$ cat src/rtl/pbm_pkg.sv
package pbm_pkg;

  typedef enum logic [1:0] {
    FRQ_33  = 2'd0,
    FRQ_66  = 2'd1,
    FRQ_100 = 2'd2,
    FRQ_133 = 2'd3
  } bus_freq_e;

  typedef enum logic [1:0] {
    XCAP_NONE = 2'd0,
    XCAP_66   = 2'd1,
    XCAP_133  = 2'd2,
    XCAP_266  = 2'd3
  } xcap_e;

  typedef struct packed {
    logic      pcix;
    bus_freq_e freq;
  } bus_cfg_t;

  localparam bus_cfg_t CFG_IDLE = '{pcix: 1'b0, freq: FRQ_33};

  function automatic bus_freq_e freq_min(input bus_freq_e a, input bus_freq_e b);
    return (a < b) ? a : b;
  endfunction

endpackage

$ cat src/rtl/pbm_sync.sv
module pbm_sync #(
  parameter int          WIDTH   = 1,
  parameter int          STAGES  = 2,
  parameter logic [WIDTH-1:0] RST_VAL = '0
) (
  input  logic             clk,
  input  logic             rst_n,
  input  logic [WIDTH-1:0] d_async,
  output logic [WIDTH-1:0] q_sync
);

  logic [WIDTH-1:0] stg_q [STAGES];

  for (genvar i = 0; i < STAGES; i++) begin : g_stage
    if (i == 0) begin : g_first
      always_ff @(posedge clk or negedge rst_n) begin
        if (!rst_n) stg_q[i] <= RST_VAL;
        else        stg_q[i] <= d_async;
      end
    end else begin : g_next
      always_ff @(posedge clk or negedge rst_n) begin
        if (!rst_n) stg_q[i] <= RST_VAL;
        else        stg_q[i] <= stg_q[i-1];
      end
    end
  end

  assign q_sync = stg_q[STAGES-1];

endmodule

$ cat src/rtl/pbm_resolve.sv
module pbm_resolve
  import pbm_pkg::*;
#(
  parameter bus_freq_e CTRL_MAX_FREQ = FRQ_133,
  parameter bus_freq_e STRAP_FREQ    = FRQ_100
) (
  input  logic     m66_en,
  input  xcap_e    cap,
  input  logic     lim100_n,
  output bus_cfg_t cfg
);

  bus_freq_e dev_ceiling;
  bus_freq_e board_ceiling;

  always_comb begin
    unique case (cap)
      XCAP_66:  dev_ceiling = FRQ_66;
      XCAP_133: dev_ceiling = FRQ_133;
      XCAP_266: dev_ceiling = FRQ_133;
      default:  dev_ceiling = m66_en ? FRQ_66 : FRQ_33;
    endcase
  end

  assign board_ceiling = lim100_n ? CTRL_MAX_FREQ : freq_min(CTRL_MAX_FREQ, STRAP_FREQ);

  always_comb begin
    cfg = CFG_IDLE;
    if (cap == XCAP_NONE) begin
      cfg.pcix = 1'b0;
      cfg.freq = dev_ceiling;
    end else begin
      cfg.pcix = 1'b1;
      cfg.freq = freq_min(dev_ceiling, board_ceiling);
    end
  end

  always_comb begin
    if (cfg.pcix && !lim100_n)
      AST_STRAP_CAP: assert (cfg.freq <= STRAP_FREQ);
    if (!cfg.pcix)
      AST_CONV_FREQ: assert (cfg.freq == FRQ_33 || cfg.freq == FRQ_66);
  end

endmodule

$ cat src/rtl/pbm_latch.sv
module pbm_latch
  import pbm_pkg::*;
(
  input  logic     clk,
  input  logic     rst_n,
  input  logic     seg_rst_s,
  input  bus_cfg_t cfg_in,
  output bus_cfg_t cfg_q,
  output logic     valid_q
);

  bus_cfg_t cfg_d;
  logic     valid_d;
  logic     cfg_en;

  always_comb begin
    cfg_d   = cfg_q;
    valid_d = valid_q;
    cfg_en  = 1'b0;
    if (!seg_rst_s) begin
      cfg_d   = CFG_IDLE;
      valid_d = 1'b0;
      cfg_en  = 1'b1;
    end else if (!valid_q) begin
      cfg_d   = cfg_in;
      valid_d = 1'b1;
      cfg_en  = 1'b1;
    end
  end

  always_ff @(posedge clk or negedge rst_n) begin
    if (!rst_n) begin
      valid_q <= 1'b0;
      cfg_q   <= CFG_IDLE;
    end else begin
      valid_q <= valid_d;
      if (cfg_en) cfg_q <= cfg_d;
    end
  end

  AST_NO_VALID_IN_RST: assert property (@(posedge clk) disable iff (!rst_n)
    !seg_rst_s |=> !valid_q);
  AST_VALID_AFTER_RELEASE: assert property (@(posedge clk) disable iff (!rst_n)
    $rose(valid_q) |-> $past(seg_rst_s));
  AST_CFG_HOLD: assert property (@(posedge clk) disable iff (!rst_n)
    (valid_q && seg_rst_s) |=> (valid_q && $stable(cfg_q)));

endmodule

$ cat src/rtl/pbm_bus_mode_resolver.sv
module pbm_bus_mode_resolver
  import pbm_pkg::*;
#(
  parameter int        SYNC_STAGES   = 2,
  parameter bus_freq_e CTRL_MAX_FREQ = FRQ_133
) (
  input  logic       clk,
  input  logic       rst_n,
  input  logic       seg_rst_n,
  input  logic       m66_en,
  input  logic [1:0] pcix_cap,
  input  logic       lim100_n,
  output logic       bus_pcix,
  output logic [1:0] bus_freq,
  output logic       cfg_valid
);

  localparam int PIN_W = 4;

  logic [PIN_W-1:0] pins_async;
  logic [PIN_W-1:0] pins_s;
  logic             seg_rst_s;
  bus_cfg_t         cfg_res;
  bus_cfg_t         cfg_q;
  logic             valid_q;

  assign pins_async = {m66_en, pcix_cap, lim100_n};

  pbm_sync #(.WIDTH(1), .STAGES(SYNC_STAGES), .RST_VAL(1'b0)) u_rst_sync (
    .clk     (clk),
    .rst_n   (rst_n),
    .d_async (seg_rst_n),
    .q_sync  (seg_rst_s)
  );

  pbm_sync #(.WIDTH(PIN_W), .STAGES(SYNC_STAGES), .RST_VAL('0)) u_pin_sync (
    .clk     (clk),
    .rst_n   (rst_n),
    .d_async (pins_async),
    .q_sync  (pins_s)
  );

  pbm_resolve #(.CTRL_MAX_FREQ(CTRL_MAX_FREQ), .STRAP_FREQ(FRQ_100)) u_resolve (
    .m66_en   (pins_s[3]),
    .cap      (xcap_e'(pins_s[2:1])),
    .lim100_n (pins_s[0]),
    .cfg      (cfg_res)
  );

  pbm_latch u_latch (
    .clk       (clk),
    .rst_n     (rst_n),
    .seg_rst_s (seg_rst_s),
    .cfg_in    (cfg_res),
    .cfg_q     (cfg_q),
    .valid_q   (valid_q)
  );

  assign bus_pcix  = cfg_q.pcix;
  assign bus_freq  = cfg_q.freq;
  assign cfg_valid = valid_q;

  AST_PCIX_66_FLOOR: assert property (@(posedge clk) disable iff (!rst_n)
    (cfg_valid && bus_pcix) |-> (bus_freq != FRQ_33));

endmodule

$ cat config.mk
export PLATFORM = sky130hd
export DESIGN_NAME = pbm_bus_mode_resolver
export DESIGN_NICKNAME = d
export VERILOG_FILES = /design/src/rtl/pbm_pkg.sv /design/src/rtl/pbm_sync.sv /design/src/rtl/pbm_resolve.sv /design/src/rtl/pbm_latch.sv /design/src/rtl/pbm_bus_mode_resolver.sv
export SDC_FILE = /design/constraint.sdc
export NUM_CORES = 1
export LEC_CHECK = 0
export ABC_AREA = 1
export ABC_CLOCK_PERIOD_IN_PS = 1150
export BUFFER_PORTS_ARGS = -buffer_cell sky130_fd_sc_hd__buf_2
export CORE_AREA = 2 2 39 41
export CTS_CLUSTER_SIZE = 25
export DETAILED_ROUTE_END_ITERATION = 10
export DIE_AREA = 0 0 41 43
export PLACE_DENSITY_LB_ADDON = 0.15
export SYNTH_ARGS = -nofsm -noshare
export SYNTH_HDL_FRONTEND = slang
export SYNTH_SLANG_ARGS = --single-unit
$ cat constraint.sdc
create_clock -name clk -period 1.15 [get_ports clk]
set_clock_uncertainty 0.2 [all_clocks]
set_input_delay 0.23 -clock clk [delete_from_list [all_inputs] [get_ports clk]]
set_output_delay 0.23 -clock clk [all_outputs]
set_load 0.1 [all_outputs]
* Word level (Yosys, flattened, before mapping)
Index checks and enable logic that the tools add are counted.
** Operators by class
- $lt $le $gt $ge :: 1
- Equality and inequality tests :: 4
- Multiplexer cells :: 10
- Reductions and logical operators :: 3
** Operators by type and width (number)
- 2-to-1 mux 3 bit :: 3
- 2-to-1 mux 1 bit :: 5
- == test 2 bit (second input constant) :: 2
- one-hot mux 2 bit (2 select lines) :: 1
- == test 2 x 1 -> 1 bit (second input constant) :: 1
- logical NOT 2 bit :: 1
- less-than comparator 2 bit :: 1
- 2-to-1 mux 2 bit :: 1
- != test 2 bit (second input constant) :: 1
- AND reduction 2 bit :: 1
- OR reduction 2 bit :: 1
** Storage, ports and cells
- Register bits :: 14
- Logic and storage cells :: 25

* Logic depth before layout (Yosys ltp)
- Depth in word-level cells :: 8
- Depth in mapped cells :: 4
- Depth with buffers taken out :: 4

* Cells and area by module
Synthesis repeated with hierarchy kept, for this count alone.
** Unflattened totals
- Cell total of the unflattened synthesis :: 35
- Area, all modules :: 461.7 sq um
** Modules (own cells, without submodules)
- pbm_sync at u_pin_sync :: instances 1, cells each 12, area an instance 230.2 sq um, seq. area each 200.2 sq um
- pbm_latch :: instances 1, cells each 14, area an instance 145.1 sq um, seq. area each 100.1 sq um
- pbm_sync at u_rst_sync :: instances 1, cells each 2, area an instance 50.0 sq um, seq. area each 50.0 sq um
- pbm_resolve :: instances 1, cells each 7, area an instance 36.3 sq um, seq. area each 0.0 sq um

* Least setup slack after synthesis
OpenSTA, ideal clock, no wires.
- Kind :: register to register
- Start :: reg u_latch.valid_q
- End :: reg, netlist name u_latch.cfg_q[0]
- Library setup time :: 0.068 ns
- Arrival :: 1.290 ns
- Data required time :: 0.882 ns
- Path slack :: -0.408 ns
- Cell stages (with the launch flop) :: 5
- Cell sequence :: dfrtp_1 -> nand2_1 -> inv_2 -> nand2_1 -> nand2_1
** On the way
- Word-level cells in the longest chain between the ends :: 3
** RTL lines
- from (decl) :: RTL line pbm_latch.sv:9 : output logic valid_q
- from (signal assigned) :: RTL line pbm_latch.sv:36 : valid_q <= valid_d;
- 2-to-1 mux 1 bit :: RTL line pbm_latch.sv:24 : end else if (!valid_q) begin
- 2-to-1 mux 1 bit :: RTL line pbm_latch.sv:20 : if (!seg_rst_s) begin
- AND reduction 2 bit (no source line) (*)
Every way passes the cells marked *; elsewhere a longest branch is shown, timed or not.
A chain may end at the register's enable or synchronous reset.

* Worst setup path after layout
- Start :: reg u_latch.valid_q
- End :: out cfg_valid
** RTL lines
- to (decl) :: RTL line pbm_bus_mode_resolver.sv:15 : output logic cfg_valid
No word-level cell between the ends.

==> results_dict.tcl <==
set metrics [dict create \
    status "finished with violations" \
    violations "setup timing" \
    drtIter0Drc 2 \
    worst-endpoint-required_ns 0.72 \
    startpoint_type "flop" \
    min_period_ns 1.36 \
    fmaxAchievable_ghz 0.733 \
    grt_overflow 0 \
    nFillCells 129 \
    fin_ws_ns -0.214 \
    cts_buffer_depth 2 \
    cp.depth 1 \
    cts_sinks 14 \
    grt_pass1_vias 281 \
    rr_endpoint "u_latch.cfg_q[0]$_DFFE_PN0P_" \
    grt_max_degree 15 \
    cts_max_level 1 \
    routed_wl_um 637 \
    top_usage_layer "met2" \
    hold_viol 0 \
    die_w_um 41 \
    tritoncts "yes" \
    tightest_slew_ns 0.297 \
    slowest_stage "dfrtp_4" \
    path_max_fanout 2 \
    synthesis.area_um2 423 \
    arrival_ns 0.93 \
    fp-row-count 14 \
    wire_per_inst_um 9.23 \
    dieArea_um2 1760 \
    num_vias 278 \
    grt_use_met2 0.153 \
    viasPerCell 4.03 \
    reg2reg_slack_ns -0.09 \
    path_cells "buf_12" \
    grt_pass1_wl_um 1160 \
    clockRootBuffer "clkbuf_4" \
    placed_cell_area_um2 568 \
    fin_crit_sh 1.19 \
    gp_congestion 0.635 \
    drc 0 \
    crit_start "u_latch.valid_q$_DFF_PN0_" \
    cp_num_buf_inv 1 \
    final_util 0.486 \
    ir_drop_mv 0.674 \
    drv_slew 0 \
    synth_cell_types 8 \
    r2r-start "u_latch.valid_q$_DFF_PN0_" \
    ant_nets 0 \
    pwr_density_cell_nw_per_um2 1440 \
    syn_nets 39 \
    grt_antenna_before_repair 0 \
    path_clk_slew_ns 0.08 \
    final_nets 62 \
    port_buffers 10 \
    postSynthAreaPerCell_um2 13.2 \
    clock_latency_ns 0.27 \
    crit_path_end "cfg_valid" \
    ys_seq_area_frac 0.828 \
    path_delay_family "flip-flops" \
    synthCells 32 \
    cp-end-kind "output pin" \
    crit_type "flop to output pin" \
    synth-seq-cells 14 \
    fin_area_um2 672 \
    start_util 0.306 \
    gr-usage-all-layers 0.105 \
    finalSetupViolCount 7 \
    setup_tns_ns -0.926 \
    drtPass1Iterations 2 \
    core_area_um2 1380 \
    hp-class "flop to flop" \
    io_pins 11 \
    p_leak_nw 0.328 \
    die_h_um 43 \
    drive_above_1_share 0.434 \
    area_growth_pct 58.9 \
    reg2reg_depth 6 \
    gr-usage-met3 0.0314 \
    numCtsBuffers 3 \
    met1_usage 0.112 \
    maxCapViolCount 0 \
    rsz0062_at_grt "yes" \
    slew_headroom 0.802 \
    antenna_cells 0 \
    whs_ns 0.158 \
    ys_warn_count 0 \
    slowest_delay_ns 0.49 \
    dp_hpwl_um 428 \
]
-- worst min path at each step --
stage,start,end,slack (ns),cells past startpoint
floorplan,rst_n,u_latch.cfg_q[0]$_DFFE_PN0P_,-0.27,0
global placement,rst_n,u_latch.valid_q$_DFF_PN0_,-0.08,1
detailed placement,rst_n,u_latch.valid_q$_DFF_PN0_,-0.06,1
CTS,u_pin_sync.stg_q[7]$_DFF_PN0_,u_pin_sync.q_sync[3]$_DFF_PN0_,0.16,0
global route,u_pin_sync.stg_q[5]$_DFF_PN0_,u_pin_sync.q_sync[1]$_DFF_PN0_,0.17,0
finish,u_pin_sync.stg_q[4]$_DFF_PN0_,u_pin_sync.q_sync[0]$_DFF_PN0_,0.16,0
-- power breakdown --
group / internal (mW) / total, mW / switching [mW]
combinational: 0.0680 / 0.165 / 0.0971
sequential: 0.521 / 0.538 / 0.0172
clock: 0.121 / 0.262 / 0.141
total: 0.710 / 0.965 / 0.255
-- sequential cells by signal (all words and copies together), names as in the netlist --
name,count
u_pin_sync.stg_q,4
u_latch.valid_q,1
u_rst_sync.stg_q,1
u_rst_sync.q_sync,1
u_pin_sync.q_sync,4
u_latch.cfg_q,3
-- cells in the mapped netlist --
master   count  area share
nor2_2       1       0.015
nand3_1      1       0.012
dfrtp_1     14        0.83
nand2_1     10       0.089
inv_2        1      0.0089
o21ai_1      1       0.012
inv_1        3       0.027
nor2_1       1      0.0089
-- layout make-up --
| class | instances | area, µm² | share of cell area |
|---|---|---|---|
| Inverter | 4 | 15.0 | 0.0223 |
| Multi-Input combinational cell | 14 | 67.6 | 0.101 |
| Timing Repair Buffer | 18 | 189 | 0.281 |
| Tap cell | 16 | 20.0 | 0.0298 |
| Clock buffer | 3 | 22.5 | 0.0335 |
| Sequential cell | 14 | 358 | 0.533 |
-- stage by stage --
step	setup WS (ns)	std cells	total power, mW
global route	-0.249	69	1.02
finish	-0.214	69	0.965
floorplan	-0.0122	32	0.625
global placement	0.0553	58	0.689
detailed placement	0.0511	58	0.693
CTS	-0.227	68	0.975
-- per-layer routing --
metal  vias to the layer above  share of wire
met5                         -              0
met4                         0          0.011
met3                         2          0.071
met2                        11           0.54
met1                       127           0.38
li1                        138              -
-- timing repair --
action / in CTS / in global routing
gates cloned: 0 / 0
setup endpoints to repair: 4 / 7
hold buffers: 6 / 0
endpoints found under the hold margin: 19 / 0
buffers inserted: 1 / 1
gates resized for setup: 0 / 2
-- kinds of logic after synthesis --
logic type / after synthesis / share of synthesized area
and+or+nand+nor: 13 / 0.124
AOI/OAI and AO/OA: 1 / 0.0118
DFF: 14 / 0.828
buffers and inverters: 4 / 0.0355
-- cells in the final DEF (no fill, tap or decap), drive strengths merged --
master,netlist,routed
o21ai,1,1
inv,4,4
buf,0,12
nand2,10,10
nand3,1,1
dfrtp,14,14
dlygate4sd3,0,6
clkbuf,0,3
nor2,2,2
Note: power is estimated with default switching activity, not from simulation.
